==> src/rtl/isc_pkg.sv <==
package isc_pkg;
  localparam int DATA_W     = 8;
  localparam int ADDR_W     = 3;
  localparam int ADDR_TOP   = 0;
  localparam int ADDR_PROT0 = 1;
endpackage

==> src/rtl/isc_stack_slice.sv <==
module isc_stack_slice #(
  parameter int W = 8
) (
  input  logic         clk_i,
  input  logic         rst_ni,
  input  logic [W-1:0] cond_i,
  input  logic [W-1:0] en_i,
  input  logic         pop_i,
  output logic [W-1:0] live_o,
  output logic         pend_o
);
  logic [W-1:0] live_q, stk_q;
  logic         stk_v_q;
  logic         live_empty;

  assign live_empty = (live_q == '0);

  always_ff @(posedge clk_i or negedge rst_ni) begin
    if (!rst_ni) begin
      live_q  <= '0;
      stk_q   <= '0;
      stk_v_q <= 1'b0;
    end else if (pop_i) begin
      if (stk_v_q) begin
        live_q  <= stk_q;
        stk_q   <= cond_i;
        stk_v_q <= |cond_i;
      end else begin
        live_q  <= cond_i;
      end
    end else if (live_empty) begin
      live_q <= cond_i;
    end else if (|cond_i) begin
      stk_q   <= stk_q | cond_i;
      stk_v_q <= 1'b1;
    end
  end

  assign live_o = live_q;
  assign pend_o = |(live_q & en_i);

  // live status is frozen while occupied and not popped
  assert_live_hold_R5: assert property (@(posedge clk_i) disable iff (!rst_ni)
    (!live_empty && !pop_i) |=> live_q == $past(live_q));
  assert_pop_reload_R5: assert property (@(posedge clk_i) disable iff (!rst_ni)
    (pop_i && stk_v_q) |=> live_q == $past(stk_q));
  assert_same_cycle_R6: assert property (@(posedge clk_i) disable iff (!rst_ni)
    (pop_i && !stk_v_q) |=> live_q == $past(cond_i));
  assert_stack_behind_live_R5: assert property (@(posedge clk_i) disable iff (!rst_ni)
    stk_v_q |-> !live_empty);
endmodule

==> src/rtl/isc_pin_ctrl.sv <==
module isc_pin_ctrl (
  input  logic clk_i,
  input  logic rst_ni,
  input  logic prot_pend_i,
  input  logic dma_pend_i,
  input  logic mask_i,
  input  logic prot_pop_i,
  output logic irq_no
);
  logic held_q, irq_nq, prot_drive;

  // held_q: protocol interrupt reached the pin before the mask was set
  assign prot_drive = prot_pend_i & (~mask_i | held_q);

  always_ff @(posedge clk_i or negedge rst_ni) begin
    if (!rst_ni) begin
      held_q <= 1'b0;
      irq_nq <= 1'b1;
    end else begin
      held_q <= prot_pop_i ? 1'b0 : (held_q | (prot_pend_i & ~mask_i));
      irq_nq <= ~(dma_pend_i | prot_drive);
    end
  end

  assign irq_no = irq_nq;

  assert_mask_blocks_R8: assert property (@(posedge clk_i) disable iff (!rst_ni)
    (mask_i && !held_q && !dma_pend_i) |=> irq_no);
  assert_held_keeps_pin_R9: assert property (@(posedge clk_i) disable iff (!rst_ni)
    (held_q && prot_pend_i) |=> !irq_no);
  assert_dma_drives_pin_R7: assert property (@(posedge clk_i) disable iff (!rst_ni)
    dma_pend_i |=> !irq_no);
endmodule

==> src/rtl/stacked_irq_ctrl.sv <==
module stacked_irq_ctrl
  import isc_pkg::*;
#(
  parameter int PROT_BYTES = 2,
  parameter int DMA_W      = 8
) (
  input  logic                    clk_i,
  input  logic                    rst_ni,
  input  logic [PROT_BYTES*8-1:0] prot_cond_i,
  input  logic [PROT_BYTES*8-1:0] prot_en_i,
  input  logic [DMA_W-1:0]        dma_cond_i,
  input  logic [DMA_W-1:0]        dma_en_i,
  input  logic                    pin_mask_i,
  input  logic                    rd_i,
  input  logic [ADDR_W-1:0]       addr_i,
  output logic [DATA_W-1:0]       rdata_o,
  output logic                    irq_no,
  output logic                    crc_clr_o
);
  localparam int PROT_W   = PROT_BYTES * 8;
  localparam int POP_ADDR = ADDR_PROT0 + PROT_BYTES - 1;
  localparam int DMA_ADDR = ADDR_PROT0 + PROT_BYTES;

  logic [PROT_W-1:0] prot_live;
  logic [DMA_W-1:0]  dma_live;
  logic              prot_pend, dma_pend, prot_pop, dma_pop, crc_q;

  assign prot_pop = rd_i && (addr_i == ADDR_W'(POP_ADDR));
  assign dma_pop  = rd_i && (addr_i == ADDR_W'(DMA_ADDR));

  isc_stack_slice #(.W(PROT_W)) u_prot (
    .clk_i(clk_i), .rst_ni(rst_ni), .cond_i(prot_cond_i), .en_i(prot_en_i),
    .pop_i(prot_pop), .live_o(prot_live), .pend_o(prot_pend));

  isc_stack_slice #(.W(DMA_W)) u_dma (
    .clk_i(clk_i), .rst_ni(rst_ni), .cond_i(dma_cond_i), .en_i(dma_en_i),
    .pop_i(dma_pop), .live_o(dma_live), .pend_o(dma_pend));

  isc_pin_ctrl u_pin (
    .clk_i(clk_i), .rst_ni(rst_ni), .prot_pend_i(prot_pend), .dma_pend_i(dma_pend),
    .mask_i(pin_mask_i), .prot_pop_i(prot_pop), .irq_no(irq_no));

  always_comb begin
    rdata_o = '0;
    if (rd_i) begin
      if (addr_i == ADDR_W'(ADDR_TOP))
        rdata_o = DATA_W'({dma_pend, prot_pend});
      if (addr_i == ADDR_W'(DMA_ADDR))
        rdata_o = DATA_W'(dma_live);
      for (int b = 0; b < PROT_BYTES; b++)
        if (addr_i == ADDR_W'(ADDR_PROT0 + b))
          rdata_o = prot_live[b*8 +: 8];
    end
  end

  always_ff @(posedge clk_i or negedge rst_ni) begin
    if (!rst_ni) crc_q <= 1'b0;
    else         crc_q <= prot_pop;
  end
  assign crc_clr_o = crc_q;

  assert_crc_after_pop_R10: assert property (@(posedge clk_i) disable iff (!rst_ni)
    prot_pop |=> crc_clr_o);
  assert_crc_only_after_pop_R10: assert property (@(posedge clk_i) disable iff (!rst_ni)
    !prot_pop |=> !crc_clr_o);
  assert_dma_read_keeps_prot_R11: assert property (@(posedge clk_i) disable iff (!rst_ni)
    (dma_pop && !prot_pop && prot_live != '0) |=> prot_live == $past(prot_live));
endmodule

==> config.mk <==
export PLATFORM = sky130hd
export DESIGN_NAME = stacked_irq_ctrl
export DESIGN_NICKNAME = d
export VERILOG_FILES = /design/src/rtl/isc_pkg.sv /design/src/rtl/isc_stack_slice.sv /design/src/rtl/isc_pin_ctrl.sv /design/src/rtl/stacked_irq_ctrl.sv
export SDC_FILE = /design/constraint.sdc
export NUM_CORES = 1
export LEC_CHECK = 0
export BUFFER_PORTS_ARGS = -buffer_cell sky130_fd_sc_hd__buf_4
export CAP_MARGIN = 20
export CELL_PAD_IN_SITES_DETAIL_PLACEMENT = 1
export CELL_PAD_IN_SITES_GLOBAL_PLACEMENT = 2
export CORE_ASPECT_RATIO = 1.1
export CORE_MARGIN = 5
export CORE_UTILIZATION = 34
export CTS_CLUSTER_SIZE = 20
export DETAILED_ROUTE_END_ITERATION = 8
export GPL_ROUTABILITY_DRIVEN = 0
export PLACE_DENSITY = 0.88
export SLEW_MARGIN = 20
export SYNTH_ARGS = -nofsm -noshare
export SYNTH_HDL_FRONTEND = slang
export SYNTH_SLANG_ARGS = --single-unit
==> constraint.sdc <==
create_clock -name clk_i -period 2.2 [get_ports clk_i]
set_clock_uncertainty 0.2 [all_clocks]
set_input_delay 0.22 -clock clk_i [delete_from_list [all_inputs] [get_ports clk_i]]
set_output_delay 0.22 -clock clk_i [all_outputs]
set_load 0.01 [all_outputs]
# ---- Word level (Yosys, flattened, before mapping)
# Cells that the tools add are included.
dict set report totals {
  ff_bits 53
  output_inout_bits 10
  wordCells 72
}
dict set report classes {
  eq_ne 7
  mux 28
  bitwise_logic 11
  n_reduce_logical 17
}
# operator count
set op_table {}
lappend op_table {{$mux W16} 7}
lappend op_table {{$mux W8} 11}
lappend op_table {{$reduce_or A16 Y1} 2}
lappend op_table {{$and A16 B16 Y16} 1}
lappend op_table {{$logic_not A16 Y1} 1}
lappend op_table {{$or A16 B16 Y16} 1}
lappend op_table {{$reduce_or A8 Y1} 2}
lappend op_table {{$mux W1} 9}
lappend op_table {{$and A8 B8 Y8} 1}
lappend op_table {{$logic_not A8 Y1} 1}
lappend op_table {{$or A8 B8 Y8} 1}
lappend op_table {{$reduce_bool A2 Y1} 4}
lappend op_table {{$eq A3 B2 Y1 const B} 2}
lappend op_table {{$reduce_and A3 Y1} 2}
lappend op_table {{$ne A2 B1 Y1 const B} 2}
lappend op_table {{$ne A2 B2 Y1 const B} 2}
lappend op_table {{$reduce_and A2 Y1} 2}
lappend op_table {{$eq A3 B1 Y1 const B} 1}
lappend op_table {{$logic_not A3 Y1} 1}
lappend op_table {{$or A1 B1 Y1} 3}
lappend op_table {{$and A1 B1 Y1} 2}
lappend op_table {{$logic_and A1 B1 Y1} 2}
lappend op_table {{$mux W2} 1}
lappend op_table {{$not A1 Y1} 2}

# ---- Depth between registers and ports, before layout
# Gate-level depths: netlist of run 1.
dict set report depth {
  depth_word 7
  mapped_depth 8
  depth_no_buf 6
}

# ---- By module
# Synthesis of run 1 repeated with hierarchy kept, for this count alone.
dict set report unflattened {
  hier_cells 333
  area_unflattened_um2 3050.4
}
# mod instances cells_each area_per_inst_um2 seq_area_each_um2
set modules_own_cells {}
lappend modules_own_cells {{isc_stack_slice (u_prot)} 1 201 1771.7 825.8}
lappend modules_own_cells {{isc_stack_slice (u_dma)} 1 94 900.9 425.4}
lappend modules_own_cells {stacked_irq_ctrl 1 31 292.8 25.0}
lappend modules_own_cells {isc_pin_ctrl 1 7 85.1 51.3}

# ---- Worst setup path after synthesis of run 1
# OpenSTA, ideal clock, no wires.
dict set report synth_path {
  kind {reg2reg}
  startpoint {register u_prot.live_q[13], in the netlist u_prot.live_o[13]}
  endpoint {register u_prot.stk_q[10]}
  arrival_ps 1416
  required_time_ps 1879
  path_slack_ps 463
  stages_incl_launch_ff 7
  period_less_slack_ps 1737
  cell_sequence {dfrtp_1 -> nor4_2 -> and4_1 -> buf_4 -> o31ai_4 -> buf_6 -> a22o_1}
}
dict set report synth_via {
  elab_chain_len 3
}
# element line
set synth_lines {}
lappend synth_lines {{start, declared} isc_stack_slice.sv:12} ;# logic [W-1:0] live_q, stk_q;
lappend synth_lines {{start signal, assigned} isc_stack_slice.sv:25} ;# live_q <= stk_q;
lappend synth_lines {{start signal, assigned} isc_stack_slice.sv:29} ;# live_q <= cond_i;
lappend synth_lines {{start signal, assigned} isc_stack_slice.sv:32} ;# live_q <= cond_i;
lappend synth_lines {{$logic_not A16 Y1} isc_stack_slice.sv:16} ;# assign live_empty = (live_q == '0);
lappend synth_lines {{$ne A2 B2 Y1 (no line)} --}
lappend synth_lines {{$reduce_and A3 Y1 (no line)} --}
lappend synth_lines {{end signal, assigned} isc_stack_slice.sv:26} ;# stk_q <= cond_i;
lappend synth_lines {{end signal, assigned} isc_stack_slice.sv:34} ;# stk_q <= stk_q | cond_i;
lappend synth_lines {{end, declared} isc_stack_slice.sv:12}
# Every way passes these cells.
# A chain may end at the register's enable or synchronous reset.

# ---- Final worst setup path of run 1
dict set report layout_path {
  startpoint {register u_prot.live_q[0], in the netlist u_prot.live_o[0]}
  endpoint {output port rdata_o[0]}
}
dict set report layout_via {
  elab_chain_len 7
}
# element line
set layout_lines {}
lappend layout_lines {{$and A16 B16 Y16} isc_stack_slice.sv:40} ;# assign pend_o = |(live_q & en_i);
lappend layout_lines {{$reduce_or A16 Y1} isc_stack_slice.sv:40}
lappend layout_lines {{$mux W2} stacked_irq_ctrl.sv:46} ;# if (addr_i == ADDR_W'(ADDR_TOP))
lappend layout_lines {{$mux W8} stacked_irq_ctrl.sv:48} ;# if (addr_i == ADDR_W'(DMA_ADDR))
lappend layout_lines {{$mux W8 * (2 in series)} stacked_irq_ctrl.sv:51} ;# if (addr_i == ADDR_W'(ADDR_PROT0 + b))
lappend layout_lines {{$mux W8 *} stacked_irq_ctrl.sv:45} ;# if (rd_i) begin
lappend layout_lines {{end, declared} stacked_irq_ctrl.sv:16} ;# output logic [DATA_W-1:0] rdata_o,
# Every way passes the cells marked *; elsewhere a longest branch is shown, timed or not.

==> results.toml, run 1 <==
[run_status]
status = "finished, violations left"
violations = "setup timing"

[placed_design]
hpwl_um = 6290
dp_cells = 394
port_buffers = 64
dpl_cell_area_sq_um = 3270
dp_slack_ns = 0.226

[timing]
rsz0062_at_grt = "yes"
worst_slack_ns = -0.0296
tightest_slew_ns = 0.674
max_freq_mhz = 449
hold_viol = 0
setup_viol = 1
tns_ns = -0.0296
period_minus_slack_ns = 2.23
maxSlewViolCount = 0
hold_slack_ns = 0.209
slew_headroom = 0.551
finalCritPeriodShare = 1.01

[min_path]
hp-start = "addr_i[0]"
hold_depth = 5
hp-class = "input port to flop"

[final_layout]
final_nets = 390
areaGrowthSynthToFinish_pct = 40.0
fin_util = 0.484
design_area_sq_um = 3810
antenna_cells = 0
layout-drive-gt1-share = 0.390
stdcell_count = 444

[drt]
routed_wl_um = 8710
routedWlPerCell_um = 19.6
ant_nets = 0
drt_iter0_drc = 90
drc_errors = 0
routed_via_density = 5.54
first_pass_iters = 5
via_count = 2458

[synthesis]
synth.avg_cell_area_sq_um = 11.8
synth_ff_type = "dfrtp_1"
ys.warnings.count = 0
postSynthCellCount = 230
ys_seq_area_frac = 0.488
ys_types = 42
synth_edf_count = 0
async_flop_share = 1.00
synth_seq_cells = 53
syn_area_sq_um = 2720
syn_nets = 285

[floorplanning]
die_h_um = 104
die_area_sq_um = 9890
start_util = 0.345
die_x_um = 95.3
rows = 34
ioPinCount = 65
core_sq_um = 7870

[critical_path]
cp.required_ns = 1.78
start_kind = "flop"
worstSetupPathType = "flop to output pin"
critPathMaxFanout = 4
cp-end-kind = "output pin"
crit_path_start = "u_prot.live_o[0]$_DFFE_PN0P_"
crit_arrival_ns = 1.81
r2r_cells = 10
worstReg2RegStart = "u_dma.live_o[1]$_DFFE_PN0P_"

[global_routing]
grt_overflow = 0
grt_max_degree = 54
grt_pass1_wl_um = 13800
grt_pass1_vias = 2605
grt.total_usage = 0.178
antenna_found_initial = 0

[pwr]
vdd_drop_max_v = 0.000294
power_leakage_nw = 1.55
power_density_nw_per_um2 = 622
power.total_mw = 2.37

[run]
drv_cap = 0

[clock_network]
clock_path_buffers = 2
cts_root_buf = "clkbuf_8"
clk_latency_ns = 0.31
clk_pin_slew_ns = 0.10
cts_sinks = 53
numCtsBuffers = 5
cts-htree-levels = 2
cts_tree = "yes"
## kinds of logic (layout without fill, tap and decap cells)
logic type / Yosys count / in the layout / share of synthesized area
buffers and inverters: 19 / 125 / 0.0520
AO/OA/AOI/OAI: 87 / 87 / 0.275
multiplexers: 14 / 14 / 0.0617
AND/OR/NAND/NOR: 57 / 57 / 0.123
flip-flops: 53 / 53 / 0.488
## worst max-delay path, stage by stage (launching register included)
cell	delay, ns
dfrtp_1	0.45
a22o_1	0.23
a221oi_1	0.26
and4_1	0.30
o22ai_1	0.11
buf_4	0.15
## report_power, final
| part | switching [mW] | leakage (nW) | internal [mW] |
|---|---|---|---|
| clock network | 0.337 | 0.0423 | 0.232 |
| registers | 0.117 | 0.518 | 1.07 |
| logic | 0.241 | 0.988 | 0.368 |
## sequential cells by signal, summed over array words and instances, names as in the netlist
signal / flops
u_prot.live_o: 16
u_dma.stk_v_q: 1
u_dma.live_o: 8
u_prot.stk_q: 16
u_pin.irq_no: 1
u_pin.held_q: 1
crc_clr_o: 1
u_dma.stk_q: 8
u_prot.stk_v_q: 1
## per-layer routing
layer  vias to the layer above  share of wire  GRT usage
met4                         0         0.0092     0.0433
met2                        61           0.49      0.294
li1                       1129              -          -
met3                         5          0.041     0.0225
met5                         -              0          0
met1                      1263           0.46      0.244
## path summary, 6_finish.rpt
path,end,slack [ns]
max,rdata_o[0],-0.03
min,u_pin.held_q$_DFF_PN0_,0.21
max reg2reg,u_pin.irq_no$_DFF_PN1_,0.16
min reg2reg,u_dma.stk_q[0]$_DFFE_PN0P_,0.31
max in group asynchronous,u_prot.live_o[4]$_DFFE_PN0P_,1.04
min in group asynchronous,u_prot.stk_q[4]$_DFFE_PN0P_,0.29
## placed cells by master (no fill, tap or decap), types with 5 or more instances in the layout
master	count
a221o_1	8
a22o_1	28
a22oi_1	8
buf_4	88
clkbuf_8	5
dfrtp_1	48
dlygate4sd3_1	26
mux2_2	8
nand2_1	11
nor2_1	14
nor3_1	5
nor4_2	5
o21a_1	12
o32a_1	12
## what timing repair did
item / CTS / global route
setup buffers: 16 / 1
endpoints found under the setup margin: 2 / 26
pin swaps: 2 / 5
hold buffers: 26 / 0
hold endpoints to repair: 97 / 0
gates resized for setup: 5 / 10
## cell type report
type	instances	area, sq um
multi-input combinational	158	1300
clock buffer	5	68.8
tap	108	135
sequential	53	1330
inverter	2	10.0
fill	854	4060
timing repair buffer	115	932
clock inverter	3	26.3
## cell usage after synthesis (all sizes together) (4+ instances only)
cell type / count / area [sq um]
or4: 4 / 30.0
a22o: 28 / 245
nor4: 8 / 75.1
nor2: 15 / 58.8
mux2i: 4 / 40.0
mux2: 9 / 105
o21a: 12 / 90.1
o32a: 12 / 120
a221oi: 4 / 35.0
a221o: 8 / 80.1
dfrtp: 52 / 1300
nand2: 12 / 47.6
buf: 14 / 120
a21oi: 4 / 20.0
a22oi: 11 / 82.6
nor3: 5 / 25.0
Power figures use the tool's default switching activity.
==> run 2: changes to the inputs <==
--- a/config.mk
+++ b/config.mk
@@ -15,6 +15,7 @@
 export CTS_CLUSTER_SIZE = 20
 export DETAILED_ROUTE_END_ITERATION = 8
 export GPL_ROUTABILITY_DRIVEN = 0
+export MAX_ROUTING_LAYER = met4
 export PLACE_DENSITY = 0.88
 export SLEW_MARGIN = 20
 export SYNTH_ARGS = -nofsm -noshare
==> results.toml, run 2 (same netlist as run 1, synthesis figures left out) <==
[run_status]
status = "finished, violations left"
violations = "setup timing"

[critical_path]
cp.required_ns = 1.78
crit_chain = "a22o_1 > a221oi_1 > and4_1 > o22ai_1 > buf_4"
worstSetupPathType = "flop to output pin"
cp-end-kind = "output pin"
worst_path_largest_cell_delay_ns = 0.45
cpMaxStageDelayCell = "dfrtp_1"
reg2reg_slack_ns = 0.16
critPathMaxFanout = 4
path_buf_inv = 1
start_kind = "flop"
endpoint = "rdata_o[0]"
crit_path_start = "u_prot.live_o[0]$_DFFE_PN0P_"
r2r_cells = 10
cp.depth = 5
r2r-end = "u_pin.irq_no$_DFF_PN1_"
crit_arrival_ns = 1.80
critical-path-top-delay-family = "compound AO/OA/AOI/OAI gates"
worstReg2RegStart = "u_dma.live_o[1]$_DFFE_PN0P_"

[final_layout]
areaGrowthSynthToFinish_pct = 40.0
final_common_cell = "buf_4"
final_cell_mix = "buf_4 (88), dfrtp_1 (48), a22o_1 (28), dlygate4sd3_1 (26), nor2_1 (14)"
antenna_cells = 0
final_nets = 390
layout-drive-gt1-share = 0.390

[timing]
hold_viol = 0
finalCritPeriodShare = 1.01
worst_slack_ns = -0.0250
tightest_slew_ns = 0.672
maxSlewViolCount = 0
setup_viol = 1
max_freq_mhz = 449
slew_headroom = 0.552
period_minus_slack_ns = 2.22
rsz0062_at_grt = "yes"

[min_path]
hp-class = "input port to flop"
hold_depth = 5

[clock_network]
cts_root_buf = "clkbuf_8"
clock_path_buffers = 2
cts_sinks = 53
cts_tree = "yes"
cts-htree-levels = 2
clk_pin_slew_ns = 0.10
numCtsBuffers = 5
clk_latency_ns = 0.31

[drt]
drc_errors = 0
routed_via_density = 5.52
routedWlPerCell_um = 19.6
via_count = 2450
first_pass_iters = 4
routed_wl_um = 8720
drt_iter0_drc = 69
ant_nets = 0

[global_routing]
grt_max_degree = 54
grt_overflow = 0
antenna_found_initial = 0
grt_pass1_wl_um = 13800
grt.total_usage = 0.183
grt_pass1_vias = 2605

[floorplanning]
start_util = 0.345
die_x_um = 95.3
rows = 34
die_h_um = 104
ioPinCount = 65
die_area_sq_um = 9890
core_sq_um = 7870

[pwr]
power_leakage_nw = 1.55
vdd_drop_max_v = 0.000293
power_density_nw_per_um2 = 622
power.total_mw = 2.37

[placed_design]
hpwl_um = 6290
dp_slack_ns = 0.226
port_buffers = 64

[run]
drv_cap = 0
run 2: cell counts in the layout (fill, tap and decap cells not counted):
No cell type changed its count.
run 2: cell type report:
cell class	instances	area (sq um)
flip-flops and latches	53	1330
repair buffers	115	932
clock buffers	5	68.8
clock inverters	3	26.3
well taps	108	135
inverters	2	10.0
fillers	854	4060
multi-input cells	158	1300
run 2: how the worst min path moves through the flow:
stage	slack, ns	from	end
2_1_floorplan	-0.28	rst_ni	crc_clr_o$_DFF_PN0_
3_3_place_gp	0.1	rst_ni	u_dma.stk_q[1]$_DFFE_PN0P_
3_5_place_dp	0.10	rst_ni	u_dma.stk_q[1]$_DFFE_PN0P_
4_1_cts	0.20	addr_i[0]	u_pin.held_q$_DFF_PN0_
5_1_grt	0.23	addr_i[0]	u_pin.held_q$_DFF_PN0_
6_report	0.21	addr_i[0]	u_pin.held_q$_DFF_PN0_
run 2: report_power, final:
part           total (mW)  switching, mW  internal (mW)
sequential           1.19          0.117           1.07
clock               0.569          0.337          0.232
combinational       0.608          0.240          0.368
run 2: layer usage:
layer,vias to the layer above,wire length (um),GRT usage,part of all wire
met4,0,80,0.0433,0.0092
met2,58,4340,0.293,0.50
li1,1128,-,-,-
met5,-,0,-,0
met3,5,354,0.0225,0.041
met1,1259,3940,0.245,0.45
run 2: timing repair:
item | CTS | global route
pin swaps | 2 | 5
buffers inserted | 16 | 1
gates resized for setup | 5 | 10
endpoints found under the hold margin | 97 | 0
endpoints found under the setup margin | 2 | 26
hold buffers | 26 | 0
run 2: per-stage QoR:
stage / cell area, sq um / setup TNS [ns] / cells / utilization / hold slack [ns]
3_5_place_dp: 3270 / 0 / 394 / 0.416 / 0.104
6_report: 3810 / -0.0250 / 444 / 0.484 / 0.208
5_1_grt: 3810 / -0.151 / 444 / 0.484 / 0.230
2_1_floorplan: 2720 / 0 / 230 / - / -0.276
4_1_cts: 3760 / -0.0427 / 444 / 0.478 / 0.205
3_3_place_gp: 3270 / 0 / 394 / 0.416 / 0.0988
run 2: tightest hold or removal path: stages:
cell and delay, ns:
buf_4 0.15, nor2b_1 0.10, nand2b_4 0.10, nand2_1 0.06, o31ai_1 0.06
